`src/rtl/tpg_pkg.sv`:
```
// Shared constants and the step-to-table folding function.
// Assumes a 1536-step electrical cycle built from a 384-entry quarter wave.
package tpg_pkg;
    localparam int QTR    = 384;
    localparam int STEPS  = 4 * QTR;
    localparam int STEP_W = $clog2(STEPS);
    localparam int IDX_W  = $clog2(QTR);

    typedef struct packed {
        logic [IDX_W-1:0] idx;
        logic             neg;
        logic             zpp;
    } tbl_ref_t;

    // Fold one cycle step onto the quarter table with sign and zero-pulse level.
    function automatic tbl_ref_t fold_step(input logic [STEP_W-1:0] s);
        tbl_ref_t r;
        int v;
        v = int'(s);
        if (v < QTR) begin
            r.idx = IDX_W'(v);
            r.neg = 1'b0;
        end else if (v < 2*QTR) begin
            r.idx = IDX_W'(2*QTR - 1 - v);
            r.neg = 1'b0;
        end else if (v < 3*QTR) begin
            r.idx = IDX_W'(v - 2*QTR);
            r.neg = 1'b1;
        end else begin
            r.idx = IDX_W'(STEPS - 1 - v);
            r.neg = 1'b1;
        end
        r.zpp = (v >= (2*STEPS)/3);
        return r;
    endfunction
endpackage

```
`src/rtl/tpg_phase_accum.sv`:
```
// Fractional phase accumulator with carrier prescaler.
// Adds pfs<<range once per prescaler tick; one step equals 2^(PFS_W+7) units.
// Assumes the increment stays below one step, so the step moves by at most one.
module tpg_phase_accum
    import tpg_pkg::*;
#(
    parameter int PFS_W  = 12,
    parameter int MAX_N  = 5,
    parameter int MAX_M  = 6
) (
    input  logic              clk,
    input  logic              rst_n,
    input  logic              run,
    input  logic              dir_rev,
    input  logic [PFS_W-1:0]  pfs,
    input  logic [2:0]        range_sel,
    input  logic [2:0]        carr_sel,
    output logic [STEP_W-1:0] step,
    output logic              half
);
    localparam int FRAC_W = PFS_W + 7;
    localparam int PRE_W  = MAX_N + 1;

    logic [FRAC_W-1:0] frac;
    logic [PRE_W-1:0]  presc, lim;
    logic [2:0]        cc, mc;
    logic              tick;
    logic [FRAC_W-1:0] inc;
    logic [FRAC_W:0]   fsum, fdif;
    logic [STEP_W-1:0] step_up, step_dn;

    // Clamp codes, build tick and increment, precompute both step neighbours.
    always_comb begin
        cc      = (carr_sel > 3'(MAX_N))  ? 3'(MAX_N) : carr_sel;
        mc      = (range_sel > 3'(MAX_M)) ? 3'(MAX_M) : range_sel;
        lim     = PRE_W'((1 << cc) - 1);
        tick    = (presc == lim);
        inc     = FRAC_W'(pfs) << mc;
        fsum    = {1'b0, frac} + {1'b0, inc};
        fdif    = {1'b0, frac} - {1'b0, inc};
        step_up = (step == STEP_W'(STEPS-1)) ? '0 : step + 1'b1;
        step_dn = (step == '0) ? STEP_W'(STEPS-1) : step - 1'b1;
    end

    // Advance or hold the phase; carry or borrow moves the step by one.
    always_ff @(posedge clk) begin
        if (!rst_n || !run) begin
            presc <= '0;
            frac  <= '0;
            step  <= '0;
        end else begin
            presc <= tick ? '0 : presc + 1'b1;
            if (tick) begin
                if (!dir_rev) begin
                    frac <= fsum[FRAC_W-1:0];
                    if (fsum[FRAC_W]) step <= step_up;
                end else begin
                    frac <= fdif[FRAC_W-1:0];
                    if (fdif[FRAC_W]) step <= step_dn;
                end
            end
        end
    end

    assign half = frac[FRAC_W-1];
endmodule

```
`src/rtl/tpg_quarter_map.sv`:
```
// One phase tap: offsets the shared step, folds it, registers index/sign/pulse.
// Assumes OFS < STEPS.
module tpg_quarter_map
    import tpg_pkg::*;
#(
    parameter int OFS = 0
) (
    input  logic              clk,
    input  logic              rst_n,
    input  logic [STEP_W-1:0] step,
    output logic [IDX_W-1:0]  idx,
    output logic              neg,
    output logic              zpp
);
    localparam tbl_ref_t AT_ZERO = fold_step(STEP_W'(OFS));

    logic [STEP_W:0]   sum;
    logic [STEP_W-1:0] tap;
    tbl_ref_t          ref_c;

    // Rotate the step by this phase's offset and fold it.
    always_comb begin
        sum   = {1'b0, step} + (STEP_W+1)'(OFS);
        tap   = (sum >= (STEP_W+1)'(STEPS)) ? STEP_W'(sum - (STEP_W+1)'(STEPS))
                                            : STEP_W'(sum);
        ref_c = fold_step(tap);
    end

    // Register the tap outputs; reset shows the image of step zero.
    always_ff @(posedge clk) begin
        if (!rst_n) begin
            idx <= AT_ZERO.idx;
            neg <= AT_ZERO.neg;
            zpp <= AT_ZERO.zpp;
        end else begin
            idx <= ref_c.idx;
            neg <= ref_c.neg;
            zpp <= ref_c.zpp;
        end
    end
endmodule

```
`src/rtl/tpg_amp_scale.sv`:
```
// Scales a returned table sample by amplitude/full-scale and applies the sign.
// Assumes the sample arrives one edge after the sign it belongs to.
module tpg_amp_scale #(
    parameter int SAMP_W = 8,
    parameter int AMP_W  = 8
) (
    input  logic                     clk,
    input  logic                     rst_n,
    input  logic                     neg_in,
    input  logic [SAMP_W-1:0]        sample,
    input  logic [AMP_W-1:0]         amp,
    input  logic                     overmod,
    output logic signed [SAMP_W+1:0] out
);
    localparam int FULL   = (1 << AMP_W) - 1;
    localparam int EFF_W  = AMP_W + 1;
    localparam int PROD_W = SAMP_W + EFF_W;
    localparam int MAG_W  = SAMP_W + 1;

    logic              neg_d;
    logic [EFF_W-1:0]  eff;
    logic [PROD_W-1:0] prod, quo;
    logic [MAG_W-1:0]  mag;

    // Effective factor, product and truncating division by full scale.
    always_comb begin
        eff  = overmod ? EFF_W'(FULL) + EFF_W'(amp) : EFF_W'(amp);
        prod = PROD_W'(sample) * PROD_W'(eff);
        quo  = prod / PROD_W'(FULL);
        mag  = MAG_W'(quo);
    end

    // Align the sign with the returned sample, then register the signed result.
    always_ff @(posedge clk) begin
        if (!rst_n) begin
            neg_d <= 1'b0;
            out   <= '0;
        end else begin
            neg_d <= neg_in;
            out   <= neg_d ? -$signed({1'b0, mag}) : $signed({1'b0, mag});
        end
    end
endmodule

```
`src/rtl/three_phase_gen.sv`:
```
// Top: phase accumulator, three folded taps 120 degrees apart, three scalers.
// Assumes an external quarter table with one clock of read latency.
module three_phase_gen
    import tpg_pkg::*;
#(
    parameter int PFS_W  = 12,
    parameter int AMP_W  = 8,
    parameter int SAMP_W = 8
) (
    input  logic                  clk,
    input  logic                  rst_n,
    input  logic [PFS_W-1:0]      pfs_word,
    input  logic [2:0]            range_sel,
    input  logic [2:0]            carr_div_sel,
    input  logic                  dir_rev,
    input  logic                  phase_run,
    input  logic                  overmod,
    input  logic [AMP_W-1:0]      amp_word,
    input  logic [3*SAMP_W-1:0]   tbl_data,
    output logic [3*IDX_W-1:0]    tbl_addr,
    output logic [3*(SAMP_W+2)-1:0] sample_out,
    output logic                  wss_out,
    output logic [2:0]            zero_pulse
);
    localparam int NPH   = 3;
    localparam int OUT_W = SAMP_W + 2;
    localparam int LAG   = STEPS - STEPS / NPH;

    logic [STEP_W-1:0] red_step;
    logic [NPH-1:0]    neg_v;

    tpg_phase_accum #(.PFS_W(PFS_W)) accum_i (
        .clk       (clk),
        .rst_n     (rst_n),
        .run       (phase_run),
        .dir_rev   (dir_rev),
        .pfs       (pfs_word),
        .range_sel (range_sel),
        .carr_sel  (carr_div_sel),
        .step      (red_step),
        .half      (wss_out)
    );

    for (genvar p = 0; p < NPH; p++) begin : g_phase
        localparam int OFS = (p * LAG) % STEPS;

        tpg_quarter_map #(.OFS(OFS)) map_i (
            .clk   (clk),
            .rst_n (rst_n),
            .step  (red_step),
            .idx   (tbl_addr[p*IDX_W +: IDX_W]),
            .neg   (neg_v[p]),
            .zpp   (zero_pulse[p])
        );

        tpg_amp_scale #(.SAMP_W(SAMP_W), .AMP_W(AMP_W)) scale_i (
            .clk     (clk),
            .rst_n   (rst_n),
            .neg_in  (neg_v[p]),
            .sample  (tbl_data[p*SAMP_W +: SAMP_W]),
            .amp     (amp_word),
            .overmod (overmod),
            .out     (sample_out[p*OUT_W +: OUT_W])
        );
    end
endmodule

```
`config.mk`:
```
export PLATFORM = sky130hd
export DESIGN_NAME = three_phase_gen
export DESIGN_NICKNAME = d
export VERILOG_FILES = /design/src/rtl/tpg_pkg.sv /design/src/rtl/tpg_phase_accum.sv /design/src/rtl/tpg_quarter_map.sv /design/src/rtl/tpg_amp_scale.sv /design/src/rtl/three_phase_gen.sv
export SDC_FILE = /design/constraint.sdc
export NUM_CORES = 1
export LEC_CHECK = 0
export ABC_AREA = 1
export BUFFER_PORTS_ARGS = -buffer_cell sky130_fd_sc_hd__buf_4
export CELL_PAD_IN_SITES_DETAIL_PLACEMENT = 1
export CELL_PAD_IN_SITES_GLOBAL_PLACEMENT = 1
export CORE_ASPECT_RATIO = 0.5
export CORE_MARGIN = 1.5
export CORE_UTILIZATION = 49
export DETAILED_ROUTE_END_ITERATION = 6
export PLACE_DENSITY_LB_ADDON = 0.25
export RECOVER_POWER = 50
export SLEW_MARGIN = 20
export SYNTH_ARGS = -nofsm -noshare
export SYNTH_HDL_FRONTEND = slang
export SYNTH_HIERARCHICAL = 1
export SYNTH_SLANG_ARGS = --single-unit
```
`constraint.sdc`:
```
create_clock -name clk -period 33.3 [get_ports clk]
set_input_delay 6.66 -clock clk [delete_from_list [all_inputs] [get_ports clk]]
set_output_delay 6.66 -clock clk [all_outputs]
set_load 0.02 [all_outputs]
```
Word-level counts from Yosys, hierarchy flattened

Index checks and enable logic that the tools add are counted.

Bits of input ports: 55
Output and inout bits: 61
Bits in registers: 102
Logic and storage cells: 110

Bitwise logic cells: 1
Shifts and indexed selects: 2
$add $sub $neg: 24
Reductions and logical operators: 12
Div/mod/pow operators: 3
Order comparisons: 17
Mux-type cells: 24
$mul: 3
Eq/ne operators: 3

Operator list:

| kind                   | count |
|---|---|
| $mux 10                | 9 |
| $mux 11                | 8 |
| $div 17x8->17 const B  | 3 |
| $mul 8x9->17           | 3 |
| $ge 11x11->1 const B   | 4 |
| $mux 9                 | 4 |
| $lt 11x10->1 const B   | 3 |
| $lt 11x11->1 const B   | 3 |
| $lt 11x9->1 const B    | 3 |
| $sub 11x11->11 const B | 3 |
| $neg 9->10             | 3 |
| $sub 8x9->9 const A    | 3 |
| $sub 9x9->9 const A    | 3 |
| $sub 9x9->9 const B    | 3 |
| $ge 12x11->1 const B   | 2 |
| $add 19x19->20         | 1 |
| $sub 19x19->20         | 1 |
| $mux 19                | 1 |
| $shl 12x3->19          | 1 |
| $add 11x10->12 const B | 1 |
| $add 11x11->12 const B | 1 |
| $add 11x1->11 const B  | 1 |
| $eq 11x11->1 const B   | 1 |
| $logic_not 11->1       | 1 |
| 17 further kinds       | 23 |

Longest topological paths before layout

Depth in word-level cells: 7
Depth in mapped cells: 83
Mapped depth without buffers: 83

Cells and area by module

The synthesis kept the hierarchy.

Modules (own cells, without submodules):

| module                             | area each (sq um) | cells each | times used | seq. area each (sq um) |
|---|---|---|---|---|
| tpg_amp_scale (g_phase[1].scale_i) | 5441.5            | 897        | 1          | 220.2 |
| tpg_amp_scale (g_phase[0].scale_i) | 5390.2            | 901        | 1          | 220.2 |
| tpg_amp_scale (g_phase[2].scale_i) | 5230.0            | 886        | 1          | 220.2 |
| tpg_phase_accum                    | 5071.1            | 946        | 1          | 720.7 |
| tpg_quarter_map (g_phase[2].map_i) | 540.5             | 73         | 1          | 220.2 |
| tpg_quarter_map (g_phase[1].map_i) | 519.2             | 65         | 1          | 220.2 |
| tpg_quarter_map (g_phase[0].map_i) | 508.0             | 66         | 1          | 220.2 |

Worst setup path after synthesis

OpenSTA, ideal clock, no wires.

Path kind: input to register
Start: in overmod
End: reg g_phase[2].scale_i.out[4]
Setup time: 119 ps
Buffers on the path: 3
Stages: 78
Setup slack: 16879 ps
Arrival: 16302 ps
Data required time: 33181 ps
Path through: clkbuf_1 -> nand3_1 -> or2_2 -> or3_1 -> nor2_1 -> xnor2_1 -> nor2_1 -> fa_1 -> fa_1 -> fa_1 -> inv_1 -> fa_1 -> inv_1 -> ha_1 -> nand2_1 -> inv_1 -> nand2_1 -> nand2_1 -> (+42 left out) -> inv_1 -> ha_1 -> nand3_1 -> nor2_2 -> nand2_1 -> nand2_1 -> nand2_1 -> nand2_1 -> nand2_1 -> inv_2 -> nand3_4 -> inv_2 -> ha_1 -> inv_1 -> o31ai_1 -> inv_1 -> o21ai_0 -> a21oi_1

Word-level cells in the longest chain between the ends: 5

Ends and longest elaborated chain:

| what                 | line                  | source |
|---|---|---|
| start, declared      | three_phase_gen.sv:17 | `input logic overmod,` |
| $mux 9 *             | tpg_amp_scale.sv:27   | `eff = overmod ? EFF_W'(FULL) + EFF_W'(amp) : EFF_W'(amp);` |
| $mul 8x9->17 *       | tpg_amp_scale.sv:28   | `prod = PROD_W'(sample) * PROD_W'(eff);` |
| $div 17x8->17 *      | tpg_amp_scale.sv:29   | `quo = prod / PROD_W'(FULL);` |
| $neg 9->10           | tpg_amp_scale.sv:40   | `out <= neg_d ? -$signed({1'b0, mag}) : $signed({1'b0, mag});` |
| $mux 9 *             | tpg_amp_scale.sv:40   |  |
| end signal, assigned | tpg_amp_scale.sv:40   |  |
| end, declared        | tpg_amp_scale.sv:13   | `output logic signed [SAMP_W+1:0] out` |

Every way passes the cells marked *; elsewhere a longest branch is shown, timed or not.
A chain may end at the register's enable or synchronous reset.

Worst setup path in the final report

Start: in amp_word[1]
End: reg g_phase[2].scale_i.out[4]

Word-level cells in the longest chain between the ends: 6

Ends and longest elaborated chain:

| what            | line                  | source |
|---|---|---|
| start, declared | three_phase_gen.sv:18 | `input logic [AMP_W-1:0] amp_word,` |
| $add 8x8->9     | tpg_amp_scale.sv:27   |  |
| $mux 9 *        | tpg_amp_scale.sv:27   |  |
| $mul 8x9->17 *  | tpg_amp_scale.sv:28   |  |
| $div 17x8->17 * | tpg_amp_scale.sv:29   |  |
| $neg 9->10      | tpg_amp_scale.sv:40   |  |
| $mux 9 *        | tpg_amp_scale.sv:40   |  |

Marked as above.

==> impl_metrics.json <==
{
  "io_buffers": 115,
  "die_w_um": 307,
  "async_flop_share": 0,
  "grtUsageMet2": 0.583,
  "r2r-start": "accum_i/presc[2]",
  "setup_tns_ps": 0,
  "max_cap_violations": 1,
  "grt_antenna_before_repair": 1,
  "diodes": 0,
  "grt-busiest-layer": "met2",
  "vias": 24334,
  "synth_area_leader_cell": "nand2_1",
  "synth_area_per_cell_um2": 5.92,
  "cp.buffers_inverters": 10,
  "grt_first_pass_wirelength_um": 120000,
  "fp.coreArea_um2": 45400,
  "grt.total_usage": 0.301,
  "nNetsFinal": 4271,
  "cts.sinks": 102,
  "first_iter_violations": 1101,
  "gp_congestion": 0.892,
  "drv_slew": 63,
  "final_area_um2": 24200,
  "max_stage_delay_ps": 560,
  "critPathSlowestCell": "fa_1",
  "ys_types": 64,
  "arrival_ps": 18420,
  "start_kind": "primary input",
  "status": "finished, violations left",
  "rsz0062_at_grt": "false",
  "synthMostInstantiatedCell": "nand2_1",
  "wl_per_cell_um": 15.6,
  "post_cts_buffers": 0,
  "endpoint_kind": "flip-flop",
  "hold_viol": 0,
  "detail-route-antenna-nets": 0,
  "first_global_vias": 25871,
  "failed_checks": "max-capacitance violations, max-slew violations",
  "clk_pin_slew_ps": 80,
  "area_growth_syn_to_layout_pct": 6.50,
  "crit_type": "in2reg",
  "ios": 116,
  "start_util": 0.500,
  "syn-num-nets": 4189,
  "rrSetupSlack_ps": 30630,
  "met1_usage": 0.346,
  "dp_hpwl_um": 60200,
  "worst_clock_skew_ps": 21.5,
  "yosysWarnings": 6,
  "cts_resized": 0,
  "first_pass_iters": 5,
  "yosysSeqAreaShare": 0.0900,
  "routed_wl_um": 70600,
  "timing.final.crit_share": 0.545,
  "timing.fmax_ghz": 0.0551,
  "cts_max_level": 3,
  "crit_fanout": 12,
  "synth_seq_cells": 102,
  "cts.path.max_buffers": 2,
  "dieHeight_um": 155,
  "worst_slew_pin_slew_ps": 2870,
  "cp_common_cell": "nand2_1",
  "ys_top_cells_by_count": "1052 x nand2_1, 647 x inv_1, 495 x nor2_1",
  "grt-ovfl-total": 0,
  "setup_viol": 0,
  "cts_inserted_buffers": 9,
  "dieArea_um2": 47700,
  "clock_latency_ps": 390,
  "drc": 0,
  "fin_crit_ps": 18150,
  "synth_flop_cell": "dfxtp_1",
  "r2r_cells": 9,
  "gr-usage-met3": 0.0274,
  "cp.required_ps": 33570,
  "synth.cell_area_um2": 22700,
  "critPathCapture": "g_phase[2].scale_i/out[4]",
  "crit_start": "amp_word[1]",
  "regToRegEndpoint": "accum_i/step[7]",
  "cts-root-buf": "clkbuf_16",
  "cp_top_family": "simple AND/OR/NAND/NOR gates",
  "via_per_inst": 5.38,
  "cp.depth": 77,
  "drive_gt1_frac": 0.113,
  "slew-limit-headroom": -0.916,
  "syn_inst": 3834,
  "grt_max_degree": 63,
  "hold_path_class": "reg2reg",
  "synth_edf_count": 0,
  "hold_buffers": 0,
  "cts_tree": "yes",
  "rows": 55,
  "placed_area_um2": 24000,
  "synth_top_area_frac": 0.174,
  "synth_area_leaders": "nand2_1 17%, fa_1 11%, inv_1 11%"
}
==> placed cells by master, fill, tap and decap left out, types with 32 or more instances in the layout <==
master	n
nor2_1	495
a21oi_1	119
nand2_4	32
clkbuf_1	47
dfxtp_1	102
nor2_2	50
nand4_1	59
fa_1	128
inv_2	63
nand3_1	322
ha_1	172
o21ai_1	49
o21ai_0	110
nand3_2	35
nand2_2	92
inv_1	647
nand2_1	1052
xor2_1	36
buf_4	72
==> per-stage QoR <==
| step | std cells | utilization | hold WS (ps) | worst slack, ps |
|---|---|---|---|---|
| after detailed placement | 4503 | 0.529 | 414 | 14870 |
| after global placement | 4503 | 0.529 | 404 | 15290 |
| final | 4519 | 0.532 | 422 | 15150 |
| after floorplan | 3834 | - | 390 | 16880 |
| after global routing | 4519 | 0.532 | 461 | 14050 |
| after CTS | 4519 | 0.536 | 431 | 15210 |
==> metal layers <==
metal  routed length, um  vias up  share of wire
met5                   0        -              0
met4                1970        0          0.028
met3                1570      126          0.022
met2               36500      346           0.52
met1               30600    11758           0.43
li1                    -    12104              -
==> flip-flops by register name, indices dropped and copies added, names as in the netlist <==
name	cells
accum_i/step	11
g_phase.map_i/idx	27
accum_i/frac	19
g_phase.scale_i/neg_d	3
accum_i/presc	6
g_phase.map_i/neg	3
g_phase.scale_i/out	30
g_phase.map_i/zpp	3
==> cell type report <==
class	instances	area, um^2
multi-input combinational	2967	17700
clock inverter	7	85.1
tap	598	748
sequential	102	2040
inverter	717	2690
timing repair buffer	119	717
fill	6638	21200
clock buffer	9	225
==> worst reg2reg max path: stages, from the launching register on <==
cell and delay, ps:
dfxtp_1 380, xor2_1 180, nand2_1 60, nand2_1 40, nor2_1 290, nand2_1 290, inv_2 630, nand3_4 390
nor2_1 230, nor2_2 60
==> how the worst min path moves through the flow <==
stage	endpoint	start	slack, ps	depth (start not counted)
floorplan	g_phase[0].scale_i/neg_d	g_phase[0].map_i/neg	390	2
global placement	g_phase[1].scale_i/neg_d	g_phase[1].map_i/neg	400	2
detailed placement	g_phase[1].scale_i/neg_d	g_phase[1].map_i/neg	410	2
CTS	g_phase[1].scale_i/neg_d	g_phase[1].map_i/neg	430	2
global route	g_phase[1].scale_i/neg_d	g_phase[1].map_i/neg	460	2
finish	g_phase[1].scale_i/neg_d	g_phase[1].map_i/neg	420	2
==> cells by family (layout without fill, tap and decap cells) <==
logic type               after synthesis  after routing  synth area share
flip-flops                           102            102            0.0900
multiplexers                           1              1          0.000441
adder cells (fa/ha/maj)              300            300             0.208
AO/OA/AOI/OAI                        351            351            0.0880
AND/OR/NAND/NOR                     2266           2266             0.464
buffers and inverters                765            852             0.132
XOR/XNOR                              47             47            0.0181
other                                  2              2          0.000331
Power is left out: the tool's default activity adds up to more than one toggle a clock period on the data nets, which glitch-free logic cannot reach.
